## src/rtl/irgcs_pkg.sv

```systemverilog
package irgcs_pkg;
   localparam int OFF_W = 8;
   localparam logic [OFF_W-1:0] OFF_CMD    = 8'h18;
   localparam logic [OFF_W-1:0] OFF_STS    = 8'h1C;
   localparam logic [OFF_W-1:0] OFF_TBL_LO = 8'hB8;
   localparam logic [OFF_W-1:0] OFF_TBL_HI = 8'hBC;

   localparam int B_TE  = 31;
   localparam int B_RTP = 30;
   localparam int B_AFL = 28;
   localparam int B_WBF = 27;
   localparam int B_QIE = 26;
   localparam int B_IRE = 25;
   localparam int B_PTR = 24;
   localparam int B_CFI = 23;

   // positions kept when deriving the current command from status
   localparam logic [31:0] KEEP_MASK    = 32'h96FF_FFFF;
   // positions that hold their written value
   localparam logic [31:0] PERSIST_MASK = (32'd1 << B_TE) | (32'd1 << B_AFL) |
                                          (32'd1 << B_QIE) | (32'd1 << B_IRE) |
                                          (32'd1 << B_CFI);

   localparam int EXT_BIT = 11;
   localparam int SZ_W    = 4;
   localparam int ENT_W   = (1 << SZ_W) + 1;
endpackage

```

## src/rtl/irgcs_decode.sv

```systemverilog
module irgcs_decode
   import irgcs_pkg::*;
(
   input  logic             req,
   input  logic             we,
   input  logic [OFF_W-1:0] addr,
   output logic             wr_cmd,
   output logic             wr_lo,
   output logic             wr_hi,
   output logic             rd_cmd,
   output logic             rd_sts,
   output logic             rd_lo,
   output logic             rd_hi
);
   logic hit;

   always_comb begin
      hit    = req && (addr[1:0] == 2'b00);
      wr_cmd = hit &&  we && (addr == OFF_CMD);
      wr_lo  = hit &&  we && (addr == OFF_TBL_LO);
      wr_hi  = hit &&  we && (addr == OFF_TBL_HI);
      rd_cmd = hit && !we && (addr == OFF_CMD);
      rd_sts = hit && !we && (addr == OFF_STS);
      rd_lo  = hit && !we && (addr == OFF_TBL_LO);
      rd_hi  = hit && !we && (addr == OFF_TBL_HI);
   end
endmodule

```

## src/rtl/irgcs_tbl_reg.sv

```systemverilog
module irgcs_tbl_reg
   import irgcs_pkg::*;
#(
   parameter int PA_W = 48,
   localparam int PG_W = PA_W - 12,
   localparam int HI_W = PA_W - 32
)(
   input  logic            clk,
   input  logic            rst_n,
   input  logic            wr_lo,
   input  logic            wr_hi,
   input  logic [19:0]     lo_page_w,
   input  logic            ext_w,
   input  logic [SZ_W-1:0] size_w,
   input  logic [HI_W-1:0] hi_w,
   output logic [31:0]     lo_rd,
   output logic [31:0]     hi_rd,
   output logic [PG_W-1:0] page,
   output logic            ext,
   output logic [SZ_W-1:0] size
);
   logic [19:0]     lo_page_q;
   logic [HI_W-1:0] hi_q;
   logic            ext_q;
   logic [SZ_W-1:0] size_q;

   if (PA_W < 33 || PA_W > 64) begin : g_bad_pa
      $error("irgcs_tbl_reg: PA_W must lie in 33..64");
   end

   always_ff @(posedge clk or negedge rst_n) begin
      if (!rst_n) begin
         lo_page_q <= '0;
         ext_q     <= 1'b0;
         size_q    <= '0;
         hi_q      <= '0;
      end else begin
         if (wr_lo) begin
            lo_page_q <= lo_page_w;
            ext_q     <= ext_w;
            size_q    <= size_w;
         end
         if (wr_hi) hi_q <= hi_w;
      end
   end

   always_comb begin
      lo_rd = '0;
      lo_rd[31:12]     = lo_page_q;
      lo_rd[EXT_BIT]   = ext_q;
      lo_rd[SZ_W-1:0]  = size_q;
   end

   if (HI_W == 32) begin : g_hi_full
      assign hi_rd = hi_q;
   end else begin : g_hi_pad
      assign hi_rd = {{(32-HI_W){1'b0}}, hi_q};
   end

   assign page = {hi_q, lo_page_q};
   assign ext  = ext_q;
   assign size = size_q;

   // a word not addressed keeps its content
   a_r2_hi_hold: assert property (@(posedge clk) disable iff (!rst_n)
      !wr_hi |=> $stable(hi_rd));
   a_r2_lo_hold: assert property (@(posedge clk) disable iff (!rst_n)
      !wr_lo |=> $stable(lo_rd));
endmodule

```

## src/rtl/irgcs_cmd_sts.sv

```systemverilog
module irgcs_cmd_sts
   import irgcs_pkg::*;
(
   input  logic        clk,
   input  logic        rst_n,
   input  logic        cmd_wr,
   input  logic [31:0] wdata,
   input  logic        ptr_done,
   output logic [31:0] status,
   output logic        multi,
   output logic        ptr_start
);
   logic [31:0] sts_q, sts_d, kept, changed;
   logic        eff, multi_q, multi_d;

   always_comb begin
      kept      = sts_q & KEEP_MASK;
      changed   = kept ^ wdata;
      eff       = cmd_wr && (changed != '0);
      ptr_start = eff && wdata[B_PTR];
      sts_d     = sts_q;
      multi_d   = multi_q;
      if (ptr_done) sts_d[B_PTR] = 1'b1;
      if (eff) begin
         sts_d   = (sts_d & ~PERSIST_MASK) | (wdata & PERSIST_MASK);
         multi_d = (changed & (changed - 32'd1)) != '0;
         if (wdata[B_PTR]) sts_d[B_PTR] = 1'b0;
      end
   end

   always_ff @(posedge clk or negedge rst_n) begin
      if (!rst_n) begin
         sts_q   <= '0;
         multi_q <= 1'b0;
      end else begin
         sts_q   <= sts_d;
         multi_q <= multi_d;
      end
   end

   assign status = sts_q;
   assign multi  = multi_q;

   // a write that matches the masked status leaves everything alone
   a_r4_noop: assert property (@(posedge clk) disable iff (!rst_n)
      cmd_wr && ((status & KEEP_MASK) == wdata) && !ptr_done
      |=> $stable(status) && $stable(multi));
   // persistent positions take the written value
   a_r3_follow: assert property (@(posedge clk) disable iff (!rst_n)
      cmd_wr && ((status & KEEP_MASK) != wdata)
      |=> (status & PERSIST_MASK) == ($past(wdata) & PERSIST_MASK));
   // pointer command drops the status bit
   a_r6_clear: assert property (@(posedge clk) disable iff (!rst_n)
      ptr_start |=> !status[B_PTR]);
   // single-bit change clears the flag
   a_r5_single: assert property (@(posedge clk) disable iff (!rst_n)
      cmd_wr && $onehot((status & KEEP_MASK) ^ wdata) |=> !multi);
endmodule

```

## src/rtl/irgcs_ptr_latch.sv

```systemverilog
module irgcs_ptr_latch
   import irgcs_pkg::*;
#(
   parameter int LATENCY = 3,
   parameter int PG_W    = 36,
   localparam int CNT_W  = $clog2(LATENCY + 1)
)(
   input  logic             clk,
   input  logic             rst_n,
   input  logic             start,
   input  logic [PG_W-1:0]  page_i,
   input  logic             ext_i,
   input  logic [SZ_W-1:0]  size_i,
   output logic             busy,
   output logic             done,
   output logic [PG_W-1:0]  page_q,
   output logic [ENT_W-1:0] entries_q,
   output logic             ext_q
);
   logic [PG_W-1:0]  snap_page;
   logic [ENT_W-1:0] snap_ent;
   logic             snap_ext;
   logic [ENT_W-1:0] ent_of_size;

   if (LATENCY < 1 || LATENCY > 8) begin : g_bad_lat
      $error("irgcs_ptr_latch: LATENCY must lie in 1..8");
   end

   assign ent_of_size = {{(ENT_W-1){1'b0}}, 1'b1} << ({1'b0, size_i} + 1'b1);

   if (LATENCY == 1) begin : g_lat_one
      logic pend_q;
      always_ff @(posedge clk or negedge rst_n) begin
         if (!rst_n) pend_q <= 1'b0;
         else        pend_q <= start;
      end
      assign busy = pend_q;
      assign done = pend_q;
   end else begin : g_lat_cnt
      logic [CNT_W-1:0] cnt_q;
      always_ff @(posedge clk or negedge rst_n) begin
         if (!rst_n)              cnt_q <= '0;
         else if (start)          cnt_q <= CNT_W'(LATENCY);
         else if (cnt_q != '0)    cnt_q <= cnt_q - 1'b1;
      end
      assign busy = (cnt_q != '0);
      assign done = (cnt_q == CNT_W'(1));
   end

   always_ff @(posedge clk or negedge rst_n) begin
      if (!rst_n) begin
         snap_page <= '0;
         snap_ent  <= '0;
         snap_ext  <= 1'b0;
         page_q    <= '0;
         entries_q <= '0;
         ext_q     <= 1'b0;
      end else begin
         if (done && ((snap_page != page_q) || (snap_ent != entries_q))) begin
            page_q    <= snap_page;
            entries_q <= snap_ent;
            ext_q     <= snap_ext;
         end
         if (start) begin
            snap_page <= page_i;
            snap_ent  <= ent_of_size;
            snap_ext  <= ext_i;
         end
      end
   end

   // latched fields change only on completion
   a_r8_hold: assert property (@(posedge clk) disable iff (!rst_n)
      !done |=> $stable(page_q) && $stable(entries_q) && $stable(ext_q));
   // completion without restart ends the busy window
   a_r6_end: assert property (@(posedge clk) disable iff (!rst_n)
      done && !start |=> !busy);
   // a start always opens a busy window
   a_r6_open: assert property (@(posedge clk) disable iff (!rst_n)
      start |=> busy);
endmodule

```

## src/rtl/irq_remap_gcs.sv

```systemverilog
module irq_remap_gcs
   import irgcs_pkg::*;
#(
   parameter int LATENCY = 3,
   parameter int PA_W    = 48,
   localparam int PG_W   = PA_W - 12,
   localparam int HI_W   = PA_W - 32
)(
   input  logic             clk,
   input  logic             rst_n,
   input  logic             acc_req,
   input  logic             acc_we,
   input  logic [OFF_W-1:0] acc_addr,
   input  logic [31:0]      acc_wdata,
   output logic             acc_ack,
   output logic [31:0]      acc_rdata,
   output logic             xlate_en_o,
   output logic             remap_en_o,
   output logic             busy_o,
   output logic             multi_o,
   output logic [PG_W-1:0]  tbl_page_o,
   output logic [ENT_W-1:0] tbl_entries_o,
   output logic             tbl_ext_o
);
   logic wr_cmd, wr_lo, wr_hi, rd_cmd, rd_sts, rd_lo, rd_hi;
   logic [31:0] status, lo_rd, hi_rd, rd_val, rdata_q;
   logic [PG_W-1:0] reg_page;
   logic reg_ext, ptr_start, ptr_done, ack_q;
   logic [SZ_W-1:0] reg_size;

   irgcs_decode u_dec (
      .req(acc_req), .we(acc_we), .addr(acc_addr),
      .wr_cmd(wr_cmd), .wr_lo(wr_lo), .wr_hi(wr_hi),
      .rd_cmd(rd_cmd), .rd_sts(rd_sts), .rd_lo(rd_lo), .rd_hi(rd_hi)
   );

   irgcs_tbl_reg #(.PA_W(PA_W)) u_tbl (
      .clk(clk), .rst_n(rst_n), .wr_lo(wr_lo), .wr_hi(wr_hi),
      .lo_page_w(acc_wdata[31:12]), .ext_w(acc_wdata[EXT_BIT]),
      .size_w(acc_wdata[SZ_W-1:0]), .hi_w(acc_wdata[HI_W-1:0]),
      .lo_rd(lo_rd), .hi_rd(hi_rd), .page(reg_page), .ext(reg_ext), .size(reg_size)
   );

   irgcs_cmd_sts u_cmd (
      .clk(clk), .rst_n(rst_n), .cmd_wr(wr_cmd), .wdata(acc_wdata),
      .ptr_done(ptr_done), .status(status), .multi(multi_o), .ptr_start(ptr_start)
   );

   irgcs_ptr_latch #(.LATENCY(LATENCY), .PG_W(PG_W)) u_ptr (
      .clk(clk), .rst_n(rst_n), .start(ptr_start),
      .page_i(reg_page), .ext_i(reg_ext), .size_i(reg_size),
      .busy(busy_o), .done(ptr_done),
      .page_q(tbl_page_o), .entries_q(tbl_entries_o), .ext_q(tbl_ext_o)
   );

   always_comb begin
      rd_val = '0;
      if (rd_cmd)      rd_val = '0;
      else if (rd_sts) rd_val = status;
      else if (rd_lo)  rd_val = lo_rd;
      else if (rd_hi)  rd_val = hi_rd;
   end

   always_ff @(posedge clk or negedge rst_n) begin
      if (!rst_n) begin
         ack_q   <= 1'b0;
         rdata_q <= '0;
      end else begin
         ack_q   <= acc_req;
         rdata_q <= rd_val;
      end
   end

   assign acc_ack    = ack_q;
   assign acc_rdata  = rdata_q;
   assign xlate_en_o = status[B_TE];
   assign remap_en_o = status[B_IRE];

   // misaligned access is acknowledged with zero data
   a_r9_bad_ack: assert property (@(posedge clk) disable iff (!rst_n)
      acc_req && (acc_addr[1:0] != 2'b00) |=> acc_ack && (acc_rdata == '0));
   // misaligned write touches no register
   a_r9_bad_nowrite: assert property (@(posedge clk) disable iff (!rst_n)
      acc_req && acc_we && (acc_addr[1:0] != 2'b00) && !busy_o
      |=> $stable(status) && $stable(lo_rd) && $stable(hi_rd));
   // status offset is read-only
   a_r10_sts_ro: assert property (@(posedge clk) disable iff (!rst_n)
      acc_req && acc_we && (acc_addr == OFF_STS) && !busy_o |=> $stable(status));
   // the status bit stays low during the handshake
   a_r6_busy_hides: assert property (@(posedge clk) disable iff (!rst_n)
      busy_o |-> !status[B_PTR]);
   // end of handshake shows the status bit
   a_r6_fall_sets: assert property (@(posedge clk) disable iff (!rst_n)
      $fell(busy_o) |-> status[B_PTR]);
endmodule

```

## config.mk

```make
export PLATFORM = sky130hd
export DESIGN_NAME = irq_remap_gcs
export DESIGN_NICKNAME = d
export VERILOG_FILES = /design/src/rtl/irgcs_pkg.sv /design/src/rtl/irgcs_decode.sv /design/src/rtl/irgcs_tbl_reg.sv /design/src/rtl/irgcs_cmd_sts.sv /design/src/rtl/irgcs_ptr_latch.sv /design/src/rtl/irq_remap_gcs.sv
export SDC_FILE = /design/constraint.sdc
export NUM_CORES = 1
export LEC_CHECK = 0
export BUFFER_PORTS_ARGS = -buffer_cell sky130_fd_sc_hd__buf_2
export CAP_MARGIN = 20
export CORE_ASPECT_RATIO = 1.75
export CORE_UTILIZATION = 31
export CTS_CLUSTER_DIAMETER = 60
export DETAILED_ROUTE_END_ITERATION = 8
export SYNTH_ARGS = -nofsm -noshare
export SYNTH_HDL_FRONTEND = slang
export SYNTH_SLANG_ARGS = --single-unit
```

## constraint.sdc

```tcl
create_clock -name clk -period 6.6 [get_ports clk]
set_input_delay 0.33 -clock clk [delete_from_list [all_inputs] [get_ports clk]]
set_output_delay 0.33 -clock clk [all_outputs]
set_load 0.05 [all_outputs]
```

======== Word-level counts from Yosys, hierarchy flattened ========
Index checks and enable logic that the tools add are counted.
storage, ports and cells
  output and inout port bits .............. 91
  bits in registers ....................... 217
  bits of input ports ..................... 44
operators by class
  reduce and logical (&&, ||, !) cells .... 20
  shift operators ......................... 1
  bitwise gates (word level) .............. 3
  add/sub/neg operators ................... 3
  mux-type cells .......................... 9
  equality and inequality tests ........... 7
operators by type and width
  cell                     number
  $mux W32                 3
  $reduce_bool A32 Y1      2
  $ne A36 B36 Y1           1
  $and A32 B32 Y32         1
  $or A31 B32 Y32          1
  $sub A32 B1 Y32 const B  1
  $xor A32 B32 Y32         1
  $mux W25                 1
  $ne A17 B17 Y1           1
  $shl A1 B5 Y17 const A   1
  $eq A8 B5 Y1 const B     2
  $eq A8 B8 Y1 const B     2
  $mux W16                 1
  $logic_and A1 B1 Y1      13
  $add A4 B1 Y5 const B    1
  $mux W2                  2
  $reduce_bool A2 Y1       2
  $eq A2 B1 Y1 const B     1
  $logic_not A2 Y1         1
  $mux W1                  2
  $sub A2 B1 Y2 const B    1
  $logic_not A1 Y1         1
  $logic_or A1 B1 Y1       1

======== Logic depth before layout (Yosys ltp) ========
Gate-level depths: netlist of run 1.
  depth in word-level cells ............... 8
  depth in mapped cells ................... 10
  depth with buffers taken out ............ 7

======== Modules after synthesis ========
Synthesis of run 1 repeated with hierarchy kept, for this count alone.
unflattened totals
  cells, all modules ...................... 828
  area total of the unflattened synthesis .. 10050.9 sq um
modules (own cells, without submodules)
  module           times used  sequential area each (sq um)  cells an instance  area an instance (sq um)
  irgcs_ptr_latch  1           2752.6                        357                4882.2
  irgcs_tbl_reg    1           1026.0                        152                2167.1
  irq_remap_gcs    1           825.8                         181                1956.9
  irgcs_cmd_sts    1           175.2                         125                945.9
  irgcs_decode     1           0.0                           13                 98.8

======== Worst setup path after synthesis of run 1 ========
OpenSTA, ideal clock, no wires.
  kind .................................... in2reg
  start ................................... input acc_wdata[1]
  end ..................................... register u_ptr.snap_page[10]
  cell stages on the path ................. 9
  data arrival time ....................... 2488 ps
  path slack .............................. 3985 ps
  data required time ...................... 6473 ps
  setup time .............................. 127 ps
  cells stage by stage .................... or4_4 -> or2_1 -> buf_2 -> nor4_4 -> nand3_2 -> o211ai_2 -> buf_4 -> buf_6 -> mux2_1
on the way
  word-level cells in the longest chain between the ends .. 4
RTL lines
  element                 line                   text
  start: declaration      irq_remap_gcs.sv:14    input logic [31:0] acc_wdata,
  $xor A32 B32 Y32        irgcs_cmd_sts.sv:18    changed = kept ^ wdata;
  $reduce_bool A32 Y1     irgcs_cmd_sts.sv:19    eff = cmd_wr && (changed != '0);
  $logic_and A1 B1 Y1     irgcs_cmd_sts.sv:19
  $logic_and A1 B1 Y1     irgcs_cmd_sts.sv:20    ptr_start = eff && wdata[B_PTR];
  end signal: assignment  irgcs_ptr_latch.sv:65  snap_page <= page_i;
  end: declaration        irgcs_ptr_latch.sv:20  logic [PG_W-1:0] snap_page;
No other way between the ends.
A chain may end at the register's enable or synchronous reset.

======== Worst setup path in the final report of run 1 ========
  start ................................... input acc_wdata[1]
  end ..................................... register u_ptr.snap_page[21]
Same word-level chain as after synthesis.

==> results.json, run 1 <==
{
  "outcome": "complete, but fails checks",
  "dieArea_um2": 27000,
  "cts_max_level": 4,
  "maxSlewViolCount": 0,
  "ys_top_cells_by_area": "dfrtp_1, mux2_2, xnor2_1, mux2_1, xor2_1",
  "wl_um": 21100,
  "ys_seq_area_share_pct": 58.6,
  "synth-edff-count": 0,
  "initial_core_util_pct": 31.6,
  "yosysUniqueCellTypes": 49,
  "max_freq_mhz": 289,
  "syn_area_um2": 8160,
  "cts_tree": "built",
  "vdd_drop_max_v": 0.000138,
  "rr_worst_depth": 7,
  "crit_chain": "buf_2 > or4_4 > or2_1 > nor4_4 > nand3_2 > o211ai_4 > buf_4 > mux2_1",
  "remaining_drc_errors": 0,
  "cp_slowest_stage_delay_ns": 0.87,
  "synth.avg_cell_area_um2": 13.7,
  "end_kind": "register",
  "grt_pass1_wl_um": 32500,
  "fin_setup_tns_ns": 0,
  "synth-seq-cells": 191,
  "dr.pass1.iters": 5,
  "num_rows": 78,
  "leakage_nw": 5.08,
  "clockBufferDepth": 2,
  "syn2layout_area_growth_pct": 19.5,
  "worstPathArrival_ns": 3.79,
  "async_reset_ff_share_pct": 100,
  "synth_commonest_cells": "dfrtp_1, mux2_2, xnor2_1, nand2_1, mux2_1",
  "synth_top_area_share_pct": 58.6,
  "cts_setup_buffers": 0,
  "synth_ff_type": "dfrtp_1",
  "cts_inserted_buffers": 17,
  "grt_usage_pct": 16.3,
  "cp_max_fo": 45,
  "place_area_um2": 9200,
  "cp_slowest_cell": "o211ai_4",
  "reg2reg_slack_ns": 3.15,
  "gp_congestion": 0.811,
  "drt_iter0_drc": 239,
  "fin_crit_sh_pct": 52.5,
  "postLayoutCoreUtil_pct": 37.7,
  "syn_inst": 596,
  "cts_root_buf": "clkbuf_16",
  "port-buffer-count": 134,
  "layout-drive-gt1-share_pct": 38.8,
  "max-slew-margin-rel_pct": 23.8,
  "synth.net_count": 644,
  "vias": 5126,
  "wl_per_cell_um": 19.8,
  "grt_max_degree": 117,
  "die_y_um": 217,
  "hold_buffers": 1,
  "failed_checks": "negative hold slack",
  "synth.largest_area_cell": "dfrtp_1",
  "tightest_slew_ns": 1.14,
  "final_hold_viol_count": 15,
  "ioPinCount": 135,
  "gr-total-overflow": 0,
  "critical_path.startpoint_type": "primary input",
  "avgViaCountPerCell": 4.80,
  "critPathKind": "in2reg",
  "place_hpwl_um": 15900,
  "synth_most_common_cell": "dfrtp_1",
  "ant_nets": 0,
  "setup_viol": 0,
  "clock_sinks": 191,
  "fin_nets": 782,
  "power_density_nw_per_um2": 238,
  "final_area_um2": 9760,
  "grt_pass1_vias": 5373,
  "placeableCoreArea_um2": 25900,
  "required_ns": 6.92,
  "clock_skew_ns": 0.00913,
  "ctsResizeCount": 0,
  "drv_cap": 0,
  "holdCritPathClass": "in2async",
  "finalPower_mw": 2.32,
  "dieWidth_um": 125,
  "ys_warn_count": 0,
  "insertion_delay_ns": 0.44,
  "post-route-min-period_ns": 3.46,
  "rsz0062_at_grt": "false",
  "grt_antenna_before_repair": 1,
  "path_clk_slew_ns": 0.07,
  "fin_hold_ws_ns": -0.0266
}
==> stage by stage <==
step / std cells / hold WS [ns] / setup WS [ns]
4_1_cts: 1067 / 0.0430 / 3.06
5_1_grt: 1067 / 0.0739 / 2.98
6_report: 1068 / -0.0266 / 3.14
3_5_place_dp: 1034 / 0.460 / 2.65
2_1_floorplan: 596 / 0.0344 / 3.98
3_3_place_gp: 1034 / 0.453 / 2.70
==> logic make-up (layout without fill, tap and decap cells) <==
group | count (synthesis) | in the layout | share of synthesized area (%)
AOI/OAI and AO/OA | 62 | 62 | 5.75
xor gates and xnor gates | 62 | 62 | 6.65
adders and majority gates | 6 | 6 | 0.858
buffers and inverters | 29 | 180 | 1.73
DFF | 191 | 191 | 58.6
muxes | 138 | 138 | 19.0
other | 0 | 1 | 0
and+or+nand+nor | 108 | 108 | 7.42
==> cell type report <==
type / count / area, um^2
clock buffers: 20 / 437
repair buffers: 141 / 734
clock inverters: 12 / 111
flip-flops and latches: 191 / 4780
fillers: 2493 / 16100
diodes: 1 / 2.50
inverters: 7 / 26.3
multi-input cells: 376 / 3270
well taps: 320 / 400
==> worst paths after layout <==
check / endpoint / startpoint
worst max-delay path: u_ptr.snap_page[21]$_DFFE_PN0P_ / acc_wdata[1]
worst min-delay path: acc_rdata[19]$_DFF_PN0_ / rst_n
worst max register to register: u_ptr.page_q[1]$_DFFE_PN0P_ / u_ptr.page_q[9]$_DFFE_PN0P_
worst min register to register: u_ptr.snap_page[15]$_DFFE_PN0P_ / u_tbl.lo_page_q[15]$_DFFE_PN0P_
max in group asynchronous: u_ptr.entries_q[3]$_DFFE_PN0P_ / rst_n
min in group clk: u_tbl.hi_q[7]$_DFFE_PN0P_ / acc_wdata[7]
==> where the power goes <==
group / switching [mW] / total [mW] / leakage [nW] / internal [mW]
logic: 0.0966 / 0.148 / 2.17 / 0.0509
registers: 0.0114 / 1.20 / 2.65 / 1.19
clock network: 0.453 / 0.975 / 0.261 / 0.522
==> placed cells by master (no fill, tap or decap), types with 2 or more instances in the layout <==
| master | n |
|---|---|
| nor2_1 | 7 |
| nand3_1 | 5 |
| mux2_2 | 115 |
| clkinvlp_4 | 3 |
| a211oi_1 | 2 |
| clkinv_2 | 3 |
| clkinv_4 | 2 |
| a22o_1 | 15 |
| a2111o_1 | 2 |
| o21a_1 | 3 |
| buf_2 | 133 |
| and2_1 | 18 |
| or3_1 | 2 |
| nand2b_1 | 5 |
| maj3_1 | 2 |
| a21oi_1 | 5 |
| xor2_1 | 20 |
| nor3_1 | 2 |
| ha_1 | 4 |
| or4_1 | 2 |
| nand3b_1 | 2 |
| clkbuf_1 | 3 |
| mux2_1 | 23 |
| dfrtp_1 | 191 |
| o21ai_0 | 10 |
| nand4_1 | 12 |
| o31ai_1 | 10 |
| nand2_1 | 33 |
| clkbuf_16 | 17 |
| o41ai_1 | 5 |
| nor4_1 | 10 |
| buf_4 | 6 |
| nand4b_1 | 2 |
| xnor2_1 | 42 |
| inv_6 | 3 |
| inv_1 | 7 |
==> worst max-delay path, delay by kind of cell <==
kind                   cells  cell delay [ns]
AND/OR/NAND/NOR            4             1.50
AO/OA/AOI/OAI              1             0.87
buffers and inverters      2             0.70
multiplexers               1             0.37
==> sequential cells by signal, summed over array words and instances (netlist names), 2 cells and up <==
register / flops
u_tbl.lo_page_q: 20
u_ptr.snap_ent: 17
u_ptr.page_q: 36
u_tbl.hi_q: 16
u_tbl.size: 4
u_ptr.entries_q: 17
u_cmd.status: 6
acc_rdata: 32
u_ptr.snap_page: 36
u_ptr.g_lat_cnt.cnt_q: 2
==> routing by layer <==
metal | vias up | wire (um) | GRT usage [%]
li1 | 2418 | - | -
met2 | 99 | 12000 | 30.8
met4 | 0 | 548 | 7.23
met5 | - | 0 | 0
met1 | 2583 | 7680 | 16.7
met3 | 26 | 891 | 4.10
Note: power is estimated with default switching activity, not from simulation.
==> run 2: changes to the inputs <==
--- a/config.mk
+++ b/config.mk
@@ -5,6 +5,7 @@
 export SDC_FILE = /design/constraint.sdc
 export NUM_CORES = 1
 export LEC_CHECK = 0
+export ABC_AREA = 1
 export BUFFER_PORTS_ARGS = -buffer_cell sky130_fd_sc_hd__buf_2
 export CAP_MARGIN = 20
 export CORE_ASPECT_RATIO = 1.75
==> constraint.sdc (replaced) <==
create_clock -name clk -period 3.3 [get_ports clk]
set_input_delay 0.165 -clock clk [delete_from_list [all_inputs] [get_ports clk]]
set_output_delay 0.165 -clock clk [all_outputs]
set_load 0.05 [all_outputs]
==> run 2 against run 1 <==
  * The run now ends clean
  * Clock power is 130% higher
  * First-iteration DRC count is 95% higher
  * Global-route usage is 1.7 points higher
  * Register-to-register slack worse by 2.2 ns
  * Worst setup slack worse by 2.2 ns
  * Core utilization is 0.13 points lower
  * Sequential cell count stayed put
  * Critical path depth is 5 higher
  * Critical path type is now reg2reg
  * Critical endpoint is now u_ptr.snap_page[26]$_DFFE_PN0P_
==> results.json, run 2 <==
{
  "cp_slowest_stage_delay_ns": 0.49,
  "num_rows": 81,
  "ioPinCount": 135,
  "required_ns": 3.59,
  "avgViaCountPerCell": 4.59,
  "grt_max_degree": 107,
  "vias": 7314,
  "outcome": "completed",
  "port-buffer-count": 134,
  "p_seq_share_pct": 47.1,
  "fin_crit_sh_pct": 72.2,
  "gr-total-overflow": 0,
  "place_hpwl_um": 19100,
  "dp_slack_ns": 0.851,
  "placeableCoreArea_um2": 28100,
  "crit_path_frequent_cell": "nand2_1",
  "clock_sinks": 191,
  "post-route-min-period_ns": 2.38,
  "cts_max_level": 4,
  "finalPower_mw": 5.03,
  "p_clk_share_pct": 43.6,
  "cts_inserted_buffers": 17,
  "hold_end": "u_tbl.hi_q[5]$_DFFE_PN0P_",
  "ys_seq_area_share_pct": 53.7,
  "rr_endpoint": "u_ptr.snap_page[26]$_DFFE_PN0P_",
  "path_clk_slew_ns": 0.07,
  "wl_per_cell_um": 15.8,
  "grt_pass1_wl_um": 39500,
  "ys_warn_count": 0,
  "max_freq_mhz": 420,
  "critPathKind": "reg2reg",
  "gp_congestion": 0.883,
  "grt_usage_pct": 18.0,
  "crit_chain": "inv_1 > nand2_1 > nand2_1 > nor2_1 > nand2_1 > nor2_1 > nand2_1 > inv_1 > nand2_1 > nand2_2 > inv_4 > nand2_8 > o21ai_0",
  "dieWidth_um": 130,
  "maxSlewViolCount": 0,
  "worstPathBufferInverterCount": 3,
  "hp-start": "acc_wdata[5]",
  "netSwitchingPower_mw": 1.34,
  "fill_cells": 2966,
  "final_hold_viol_count": 0,
  "postLayoutCoreUtil_pct": 37.6,
  "cts_root_buf": "clkbuf_16",
  "swShare_pct": 26.6,
  "synth-edff-count": 0,
  "final_common_cell": "nand2_1",
  "drt_iter0_drc": 466,
  "worst_r2r_startpoint": "u_cmd.status[26]$_DFFE_PN0P_",
  "fin_nets": 1255,
  "dr.pass1.iters": 4,
  "rr_worst_depth": 13,
  "yosysUniqueCellTypes": 34,
  "holdCritPathClass": "in2reg",
  "drv_cap": 0,
  "grt_pass1_vias": 7247,
  "insertion_delay_ns": 0.45,
  "cts_tree": "built",
  "reg2reg_slack_ns": 0.92,
  "synth_ff_type": "dfrtp_1",
  "max-slew-margin-rel_pct": 36.3,
  "power_density_nw_per_um2": 477,
  "fin_setup_tns_ns": 0,
  "vdd_drop_max_v": 0.000375,
  "synth_top_area_share_pct": 53.7,
  "syn2layout_area_growth_pct": 18.5,
  "synth.largest_area_cell": "dfrtp_1",
  "grt_antenna_before_repair": 0,
  "dieArea_um2": 29400,
  "ys_top_cells_by_area": "dfrtp_1, nand2_1, inv_1, o21ai_0, nor2_1",
  "crit_family": "simple AND/OR/NAND/NOR gates",
  "cp_max_fo": 106,
  "critical_path.startpoint_type": "register",
  "worst_slack_ns": 0.918,
  "wl_um": 25200,
  "leakage_nw": 5.38,
  "cp_slowest_cell": "nand2_8",
  "syn_inst": 1085,
  "setup_viol": 0,
  "worstPathArrival_ns": 2.67,
  "synth.avg_cell_area_um2": 8.21,
  "tightest_slew_ns": 0.953,
  "rsz0062_at_grt": "false",
  "initial_core_util_pct": 31.7,
  "synth-seq-cells": 191,
  "synth_commonest_cells": "nand2_1, dfrtp_1, inv_1, nor2_1, o21ai_0",
  "n_antenna_cell": 0,
  "clock_skew_ns": 0.0120,
  "async_reset_ff_share_pct": 100,
  "layout_common_cells": "nand2_1, dfrtp_1, buf_2",
  "die_y_um": 226,
  "intPower_mw": 3.69,
  "syn_area_um2": 8900,
  "ant_nets": 0,
  "power_frac_comb_pct": 9.2,
  "worstHoldPathCells": 3,
  "synth.net_count": 1133,
  "remaining_drc_errors": 0,
  "clockBufferDepth": 2,
  "layout-drive-gt1-share_pct": 16.8,
  "synth_most_common_cell": "nand2_1",
  "end_kind": "register"
}
run 2: final cells by class:
cell class | instances | area, um^2 | share of cell area [%]
sequential | 191 | 4780 | 45.3
multi-input combinational | 743 | 3500 | 33.1
timing repair buffer | 143 | 777 | 7.36
tap | 373 | 467 | 4.42
clock buffer | 18 | 439 | 4.16
inverter | 111 | 419 | 3.97
clock inverter | 13 | 176 | 1.67
run 2: logic make-up (layout without fill, tap and decap cells):
family	after synthesis	count (layout)	share of synthesized area (%)
flops	191	191	53.7
xor+xnor	37	37	3.64
buf+inv	151	285	7.08
compound gates	140	140	8.73
simple gates	562	562	26.3
fa+ha+maj	4	4	0.562
run 2: how the worst max path moves through the flow:
stage / startpoint / endpoint / slack, ns / depth (start not counted)
3_3_place_gp: acc_wdata[7] / u_ptr.g_lat_cnt.cnt_q[1]$_DFFE_PN0P_ / 0.87 / 13
2_1_floorplan: u_cmd.status[25]$_DFFE_PN0P_ / u_ptr.g_lat_cnt.cnt_q[1]$_DFFE_PN0P_ / 1.35 / 15
4_1_cts: u_cmd.status[26]$_DFFE_PN0P_ / u_ptr.snap_page[30]$_DFFE_PN0P_ / 0.92 / 14
6_report: u_cmd.status[26]$_DFFE_PN0P_ / u_ptr.snap_page[26]$_DFFE_PN0P_ / 0.92 / 13
5_1_grt: u_cmd.status[25]$_DFFE_PN0P_ / u_ptr.snap_page[4]$_DFFE_PN0P_ / 0.64 / 14
3_5_place_dp: acc_wdata[6] / u_ptr.snap_page[28]$_DFFE_PN0P_ / 0.85 / 13
run 2: power by group through the flow:
stage / Combinational (mW) / Clock, mW / Sequential, mW
finish: 0.465 / 2.20 / 2.37
global route: 0.513 / 2.32 / 2.38
CTS: 0.469 / 2.23 / 2.37
detailed placement: 0.467 / 0 / 2.42
global placement: 0.461 / 0 / 2.42
floorplan: 0.267 / 0 / 2.42
run 2: per-layer routing:
layer / global-route usage, % / part of all wire, % / routed length (um)
met1: 19.6 / 38 / 9700
met3: 3.39 / 3.6 / 905
met5: 0 / 0 / 0
met4: 6.56 / 2.5 / 619
met2: 33.9 / 55 / 14000
run 2: per-stage QoR:
step	cell area [um^2]	std cells	hold WS, ns
4_1_cts	10600	1592	0.00113
6_report	10600	1592	0.0176
3_5_place_dp	9920	1559	0.202
5_1_grt	10600	1592	0.0236
3_3_place_gp	9920	1559	0.196
2_1_floorplan	8900	1085	-0.131
run 2: worst register-to-register path: cells and delay by family, from the launching register on:
family                 cells  cell delay [ns]
and+or+nand+nor            9             1.42
DFF                        1             0.37
buffers and inverters      3             0.24
AOI/OAI and AO/OA          1             0.21
run 2: what timing repair did:
| action | 4_1_cts | 5_1_grt |
|---|---|---|
| hold endpoints to repair | 70 | 0 |
| gates resized for setup | 0 | 0 |
| hold buffers | 2 | 0 |
| buffers inserted | 0 | 0 |
